### config.mk
export PLATFORM = sky130hd
export DESIGN_NAME = supply_guard
export DESIGN_NICKNAME = d
export VERILOG_FILES = /design/src/rtl/supply_guard_pkg.sv /design/src/rtl/supply_guard_filter.sv /design/src/rtl/supply_guard_classify.sv /design/src/rtl/supply_guard_fsm.sv /design/src/rtl/supply_guard.sv
export SDC_FILE = /design/constraint.sdc
export NUM_CORES = 1
export LEC_CHECK = 0
export BUFFER_PORTS_ARGS = -buffer_cell sky130_fd_sc_hd__buf_2
export CORE_MARGIN = 1
export CORE_UTILIZATION = 30
export CTS_CLUSTER_DIAMETER = 120
export CTS_CLUSTER_SIZE = 40
export DETAILED_ROUTE_END_ITERATION = 16
export SKIP_LAST_GASP = 1
export SLEW_MARGIN = 20
export SYNTH_ARGS = -nofsm -noshare
export SYNTH_HDL_FRONTEND = slang
export SYNTH_SLANG_ARGS = --single-unit
export TNS_END_PERCENT = 20
### constraint.sdc
create_clock -name clk -period 1.4 [get_ports clk]
set_clock_uncertainty 0.05 [all_clocks]
set_input_delay 0.14 -clock clk [delete_from_list [all_inputs] [get_ports clk]]
set_output_delay 0.14 -clock clk [all_outputs]
set_load 0.005 [all_outputs]
### src/rtl/supply_guard_pkg.sv
package supply_guard_pkg;

    typedef enum logic [1:0] {
        LVL_DEAD = 2'd0,
        LVL_LOW  = 2'd1,
        LVL_MID  = 2'd2,
        LVL_FULL = 2'd3
    } level_t;

    typedef enum logic [1:0] {
        ST_NORMAL  = 2'd0,
        ST_PROTECT = 2'd1,
        ST_BATTERY = 2'd2,
        ST_RECOVER = 2'd3
    } guard_state_t;

    localparam int FLAG_COUNT = 3;
    localparam int IDX_SWITCH = 0;
    localparam int IDX_TRIP   = 1;
    localparam int IDX_FULL   = 2;

endpackage

### src/rtl/supply_guard_filter.sv
module supply_guard_filter #(
    parameter int DEB_CYCLES = 4
) (
    input  logic clk,
    input  logic rst_n,
    input  logic raw_in,
    output logic filt_out
);
    localparam int CNT_W = (DEB_CYCLES > 1) ? $clog2(DEB_CYCLES) : 1;
    localparam logic [CNT_W-1:0] CNT_LAST = CNT_W'(DEB_CYCLES - 1);

    logic [CNT_W-1:0] run_cnt;

    // Accept a new value only after DEB_CYCLES consecutive differing samples.
    always_ff @(posedge clk or negedge rst_n) begin
        if (!rst_n) begin
            filt_out <= 1'b0;
            run_cnt  <= '0;
        end else if (raw_in == filt_out) begin
            run_cnt <= '0;
        end else if (run_cnt == CNT_LAST) begin
            filt_out <= raw_in;
            run_cnt  <= '0;
        end else begin
            run_cnt <= run_cnt + 1'b1;
        end
    end
endmodule

### src/rtl/supply_guard_classify.sv
module supply_guard_classify
    import supply_guard_pkg::*;
(
    input  logic [FLAG_COUNT-1:0] flags,
    output level_t                level
);
    always_comb begin
        unique case (flags)
            3'b111:  level = LVL_FULL;
            3'b011:  level = LVL_MID;
            3'b001:  level = LVL_LOW;
            default: level = LVL_DEAD;   // below switchover or inconsistent
        endcase
    end
endmodule

### src/rtl/supply_guard_fsm.sv
module supply_guard_fsm
    import supply_guard_pkg::*;
(
    input  logic   clk,
    input  logic   rst_n,
    input  level_t level,
    output logic   lockout,
    output logic   hiz,
    output logic   batt_sel,
    output logic   good_pulse,
    output logic   fail_pulse
);
    guard_state_t state_q, state_d;
    logic         above_trip_q;
    logic         good_q, fail_q;
    logic         above_trip_now;

    assign above_trip_now = (level == LVL_MID) || (level == LVL_FULL);

    always_comb begin
        state_d = state_q;
        unique case (state_q)
            ST_NORMAL: begin
                if (level == LVL_DEAD)      state_d = ST_BATTERY;
                else if (level == LVL_LOW)  state_d = ST_PROTECT;
            end
            ST_PROTECT: begin
                if (level == LVL_DEAD)      state_d = ST_BATTERY;
                else if (level == LVL_FULL) state_d = ST_NORMAL;
            end
            ST_BATTERY: begin
                if (level != LVL_DEAD)      state_d = ST_RECOVER;
            end
            ST_RECOVER: begin
                if (level == LVL_DEAD)      state_d = ST_BATTERY;
                else if (level == LVL_FULL) state_d = ST_NORMAL;
            end
            default:                        state_d = ST_BATTERY;
        endcase
    end

    // State register, with the trip-crossing tracker.
    always_ff @(posedge clk or negedge rst_n) begin
        if (!rst_n) begin
            state_q      <= ST_BATTERY;
            above_trip_q <= 1'b0;
            good_q       <= 1'b0;
            fail_q       <= 1'b0;
        end else begin
            state_q      <= state_d;
            above_trip_q <= above_trip_now;
            good_q       <= above_trip_now && !above_trip_q;
            fail_q       <= !above_trip_now && above_trip_q;
        end
    end

    // Outputs.
    always_comb begin
        lockout    = 1'b1;
        hiz        = 1'b1;
        batt_sel   = 1'b0;
        unique case (state_q)
            ST_NORMAL: begin
                lockout = 1'b0;
                hiz     = 1'b0;
            end
            ST_PROTECT, ST_RECOVER: ;
            ST_BATTERY: batt_sel = 1'b1;
            default:    batt_sel = 1'b1;
        endcase
        good_pulse = good_q;
        fail_pulse = fail_q;
    end
endmodule

### src/rtl/supply_guard.sv
module supply_guard
    import supply_guard_pkg::*;
#(
    parameter int DEB_CYCLES = 4
) (
    input  logic clk,
    input  logic rst_n,
    input  logic sup_above_full,
    input  logic sup_above_trip,
    input  logic sup_above_switch,
    output logic acc_lockout,
    output logic bus_hiz,
    output logic batt_select,
    output logic pwr_good_pulse,
    output logic pwr_fail_pulse
);
    logic [FLAG_COUNT-1:0] flag_raw;
    logic [FLAG_COUNT-1:0] flag_filt;
    level_t                sup_level;

    always_comb begin
        flag_raw             = '0;
        flag_raw[IDX_FULL]   = sup_above_full;
        flag_raw[IDX_TRIP]   = sup_above_trip;
        flag_raw[IDX_SWITCH] = sup_above_switch;
    end

    for (genvar g = 0; g < FLAG_COUNT; g++) begin : g_filt
        supply_guard_filter #(.DEB_CYCLES(DEB_CYCLES)) u_filt (
            .clk      (clk),
            .rst_n    (rst_n),
            .raw_in   (flag_raw[g]),
            .filt_out (flag_filt[g])
        );
    end

    supply_guard_classify u_class (
        .flags (flag_filt),
        .level (sup_level)
    );

    supply_guard_fsm u_fsm (
        .clk        (clk),
        .rst_n      (rst_n),
        .level      (sup_level),
        .lockout    (acc_lockout),
        .hiz        (bus_hiz),
        .batt_sel   (batt_select),
        .good_pulse (pwr_good_pulse),
        .fail_pulse (pwr_fail_pulse)
    );
endmodule

# == Yosys cells after proc, flatten, opt, wreduce, memory -nomap -nowiden ==
# Cells that the tools add are included.
# op_classes
add_sub_neg,3
eq_ne,18
mux,15
n_bitwise,3
reduce_logical,13
# ops
cell,n
2-to-1 mux 2 bit,11
"equality test 2 bit, second input constant",7
one-hot mux 2 bit (3 select lines),2
"adder 2 x 1 -> 2 bit, second input constant",3
"inequality test 3 x 1 -> 1 bit, second input constant",2
AND reduction 2 bit,3
"equality test 2 x 1 -> 1 bit, second input constant",2
zero test 2 bit,2
equality test 1 bit,3
"equality test 3 x 1 -> 1 bit, second input constant",1
"equality test 3 x 2 -> 1 bit, second input constant",1
"equality test 3 bit, second input constant",1
NOT 1 bit,3
AND reduction 3 bit,1
logical AND 1 bit,2
zero test 1 bit,2
2-to-1 mux 1 bit,2
"inequality test 2 x 1 -> 1 bit, second input constant",1
nonzero test 2 bit,1
OR reduction 2 bit,1
logical OR 1 bit,1
# totals
regBits,14
in_bits,5

# == Depth between registers and ports, before layout ==
# logic_depth
depth_word,6
ltp_mapped,3
depth_no_buf,3

# == Cells and area by module ==
# Synthesis repeated with hierarchy kept, for this count alone.
# unflattened
hier_cells,44
area_unflattened_um2,594.3
# modules_own_cells
mod,n_inst,cells_per_inst,area_per_inst_um2,seq_area_each_um2
supply_guard_filter,3,8,123.9,75.1
supply_guard_fsm,1,17,200.2,126.4
supply_guard_classify,1,3,22.5,0.0

# == Least setup slack after synthesis ==
# No wires, ideal clock.
# synth_timing
path_type,register -> register
startpoint,register g_filt[2].u_filt.run_cnt[0]
endpoint,register g_filt[2].u_filt.filt_out
setup_time_ns,0.127
arrival_time_ns,0.858
setup_slack_ns,0.365
path_stages_with_launch,3
synth_period_minus_slack_ns,1.035
cell_sequence,dfrtp_1 -> ha_1 -> mux2_1
# synth_via
elab_chain_len,2
# synth_rtl
item,line,text
from (decl),supply_guard_filter.sv:12,logic [CNT_W-1:0] run_cnt;
from (signal assigned),supply_guard_filter.sv:25,run_cnt <= run_cnt + 1'b1;
equality test 2 bit,supply_guard_filter.sv:21,end else if (run_cnt == CNT_LAST) begin
AND reduction 2 bit (no source line),n/a,
to (signal assigned),supply_guard_filter.sv:22,filt_out <= raw_in;
to (decl),supply_guard_filter.sv:7,output logic filt_out
# Every way passes these cells.
# A chain may end at the register's enable or synchronous reset.

# == Worst setup path in the final report ==
# layout_timing
startpoint,register u_fsm.state_q[0]
endpoint,output port acc_lockout
# layout_via
elab_chain_len,2
# layout_rtl
item,line,text
from (decl),supply_guard_fsm.sv:13,"guard_state_t state_q, state_d;"
from (signal assigned),supply_guard_fsm.sv:50,state_q <= state_d;
zero test 2 bit,supply_guard_fsm.sv:62,unique case (state_q)
2-to-1 mux 1 bit,supply_guard_fsm.sv:62,
to (decl),supply_guard.sv:11,"output logic acc_lockout,"
# Every way passes these cells.

==> impl_results.md <==
- Status: completed
- Number of cells on the worst reg-to-reg path: 2
- Initial antenna violation count: 0
- Synthesized cell area: 567 µm²
- Sequential area share after synthesis: 0.620
- Die area: 2070 µm²
- Crit path required time: 1.21 ns
- Slowest-stage cell, CP: dfrtp_1
- Most common cell after layout, fill and taps aside: dfrtp_1
- Vias: 350
- Fmax: 764 MHz
- Multi-input gate area: 196 µm²
- Worst flop-to-flop path endpoint: g_filt[2].u_filt.filt_out$_DFFE_PN0P_
- Post-Route Utilization: 0.391
- Number of H-tree levels: 1
- Start point of the worst hold path: sup_above_switch
- Reg2Reg Launch Point: g_filt[2].u_filt.run_cnt[0]$_DFF_PN0_
- DRT Wirelength: 794 µm
- Peak VDD IR: 1020 µV
- Setup crit end kind: primary output
- CTS tree: yes
- HP Class: in2reg
- WS Path Type: reg2out
- Mapped Cells: 45
- Crit-path max FO: 5
- RSZ-0062 raised after global routing: no
- Final Instance Count excl. Fillers: 83
- Final min period: 1.31 ns
- IO Port Bufs: 9
- WL/cell: 9.57 µm
- DRT antenna net count: 0
- Top delay family on crit path: flip-flops
- Setup crit start kind: flip-flop
- I/O pin cnt: 10
- Num CTS Buffers: 3
- Storage element area: 352 µm²
- Max Cap Violations: 0
- RD Place Congestion: 0.668
- Leakage: 0.333 nW
- Reg-to-reg slack, setup: 0.33 ns
- Reg clk slew, reported paths: 0.09 ns
- Vias in the first global route: 277
- DR pass1 iterations: 3
- Worst Max-Slew Pin Slew: 0.305 ns
- Most frequent cells in the layout: dfrtp_1 (13), buf_2 (9), nor2b_1 (4), nand2_1 (4)
- Relative slew slack: 0.796
- Max incr delay on CP: 0.42 ns
- Critical Path Sink: acc_lockout
- Leading area contributor after synthesis: dfrtp_1
- Placed insts: 78
- Skew-Pair Late Insertion Delay: 0.28 ns
- Clk root buf: clkbuf_4
- Seq cells post-synth: 14
- WHS: 0.0509 ns
- Pwr/cell area: 2000 nW/µm²
- Fillcell total: 177
- Remaining DRCs: 0
- Die H: 45.5 µm
- Crit path launch: u_fsm.state_q[0]$_DFFE_PN0P_
- Core Rows: 15
- First-pass GRT wire length: 1260 µm
- Total Nets Final: 67
- Share of cells above drive strength 1: 0.276
- Antenna cells: 0
- Max Slew Vio Count: 0
- GR Util All Layers: 0.0920
- Core Area: 1750 µm²
- Setup Viol. Count Final: 0
- Max Root-Sink Buffers: 2
- Total power: 0.00136 W
- Area Growth Syn to Fin: 20.3%
- Clk sinks: 14
- Crit path buffers/inverters: 1
- Synth area leaders: dfrtp_1 (57%), ha_1 (6.6%), dfstp_2 (4.6%)
- Setup TNS: 0 ns
- Mean Syn Cell Area: 12.6 µm²
- Iteration-0 DRC Markers: 2
- Synth Warn #: 0
- Syn nets: 53
- Starting Density: 0.325
- Worst path cell trace: or2_2 -> buf_2
- Fin. Hold Viols: 0
- Unique masters post-synth: 19
- CP Data Arrival Time: 1.12 ns
- Total grt overflow: 0
- Routed vias/inst: 4.22
- Yosys top cell area share: 0.574
- Post-cts resize count: 0
- Critical path depth: 2
- Largest net degree at the start of global routing: 15
- Period utilization: 0.935
- Die X: 45.5 µm
## synthesized netlist by cell type (all sizes together)
| master | n |
|---|---|
| and2 | 2 |
| mux2 | 1 |
| o21ai | 2 |
| nand2 | 4 |
| dfrtp | 13 |
| o31ai | 1 |
| buf | 1 |
| nor3b | 1 |
| xor2 | 1 |
| ha | 3 |
| dfstp | 1 |
| nor3 | 2 |
| nor2b | 4 |
| or2 | 1 |
| xnor2 | 2 |
| a221o | 1 |
| inv | 3 |
| nor2 | 1 |
| nand4b | 1 |
## cell type report
type,count,area share
flip-flops and latches,14,0.516
multi-input cells,27,0.288
repair buffers,10,0.0807
inverters,3,0.0165
clock buffers,4,0.0532
well taps,25,0.0459
## logic make-up after synthesis
logic type,after synthesis,share of synthesized area
simple gates,16,0.166
fa+ha+maj,3,0.0662
compound gates,4,0.0486
mux,1,0.0199
xor+xnor,3,0.0464
flops,14,0.620
buf+inv,4,0.0331
## per-stage QoR
step	worst slack (ns)	cell area, µm²
final	0.0907	682
after detailed placement	0.330	636
after global placement	0.358	636
after floorplan	0.365	567
after CTS	0.0818	682
after global routing	0.0332	682
## state kept, by name, indices dropped and copies added, names as in the netlist, named ones only
signal	flops
g_filt.u_filt.run_cnt	6
g_filt.u_filt.filt_out	3
u_fsm.above_trip_q	1
u_fsm.fail_pulse	1
u_fsm.good_pulse	1
u_fsm.state_q	1
## power breakdown
| group | leakage (nW) | switching, W | internal, W | total (W) |
|---|---|---|---|---|
| logic | 0.135 | 0.000173 | 0.000210 | 0.000383 |
| registers | 0.177 | 0.000116 | 0.000575 | 0.000690 |
| clock network | 0.0210 | 0.000133 | 0.000158 | 0.000291 |
| total | 0.333 | 0.000421 | 0.000943 | 0.00136 |
## repair_timing
action,in CTS,in global routing
hold endpoints to repair,14,0
setup buffers,0,0
hold buffers,1,0
## how the worst min path moves through the flow
stage	depth (start not counted)	to
floorplan	0	g_filt[0].u_filt.filt_out$_DFFE_PN0P_
global placement	1	g_filt[2].u_filt.filt_out$_DFFE_PN0P_
detailed placement	1	u_fsm.state_q[0]$_DFFE_PN0P_
CTS	3	g_filt[0].u_filt.filt_out$_DFFE_PN0P_
global route	2	g_filt[2].u_filt.filt_out$_DFFE_PN0P_
finish	3	g_filt[0].u_filt.filt_out$_DFFE_PN0P_
## worst register-to-register path, cell delays in order (launching register included)
cell	delay (ns)
dfrtp_1	0.39
ha_1	0.22
mux2_1	0.31
## per-layer routing
layer / vias to the layer above / track usage / routed length, µm
met5: - / 0 / 0
met4: 0 / 0.0364 / 0
met3: 0 / 0.0595 / 56
met2: 10 / 0.114 / 344
met1: 165 / 0.124 / 394
li1: 175 / - / -
(Power assumes the default switching activity.)
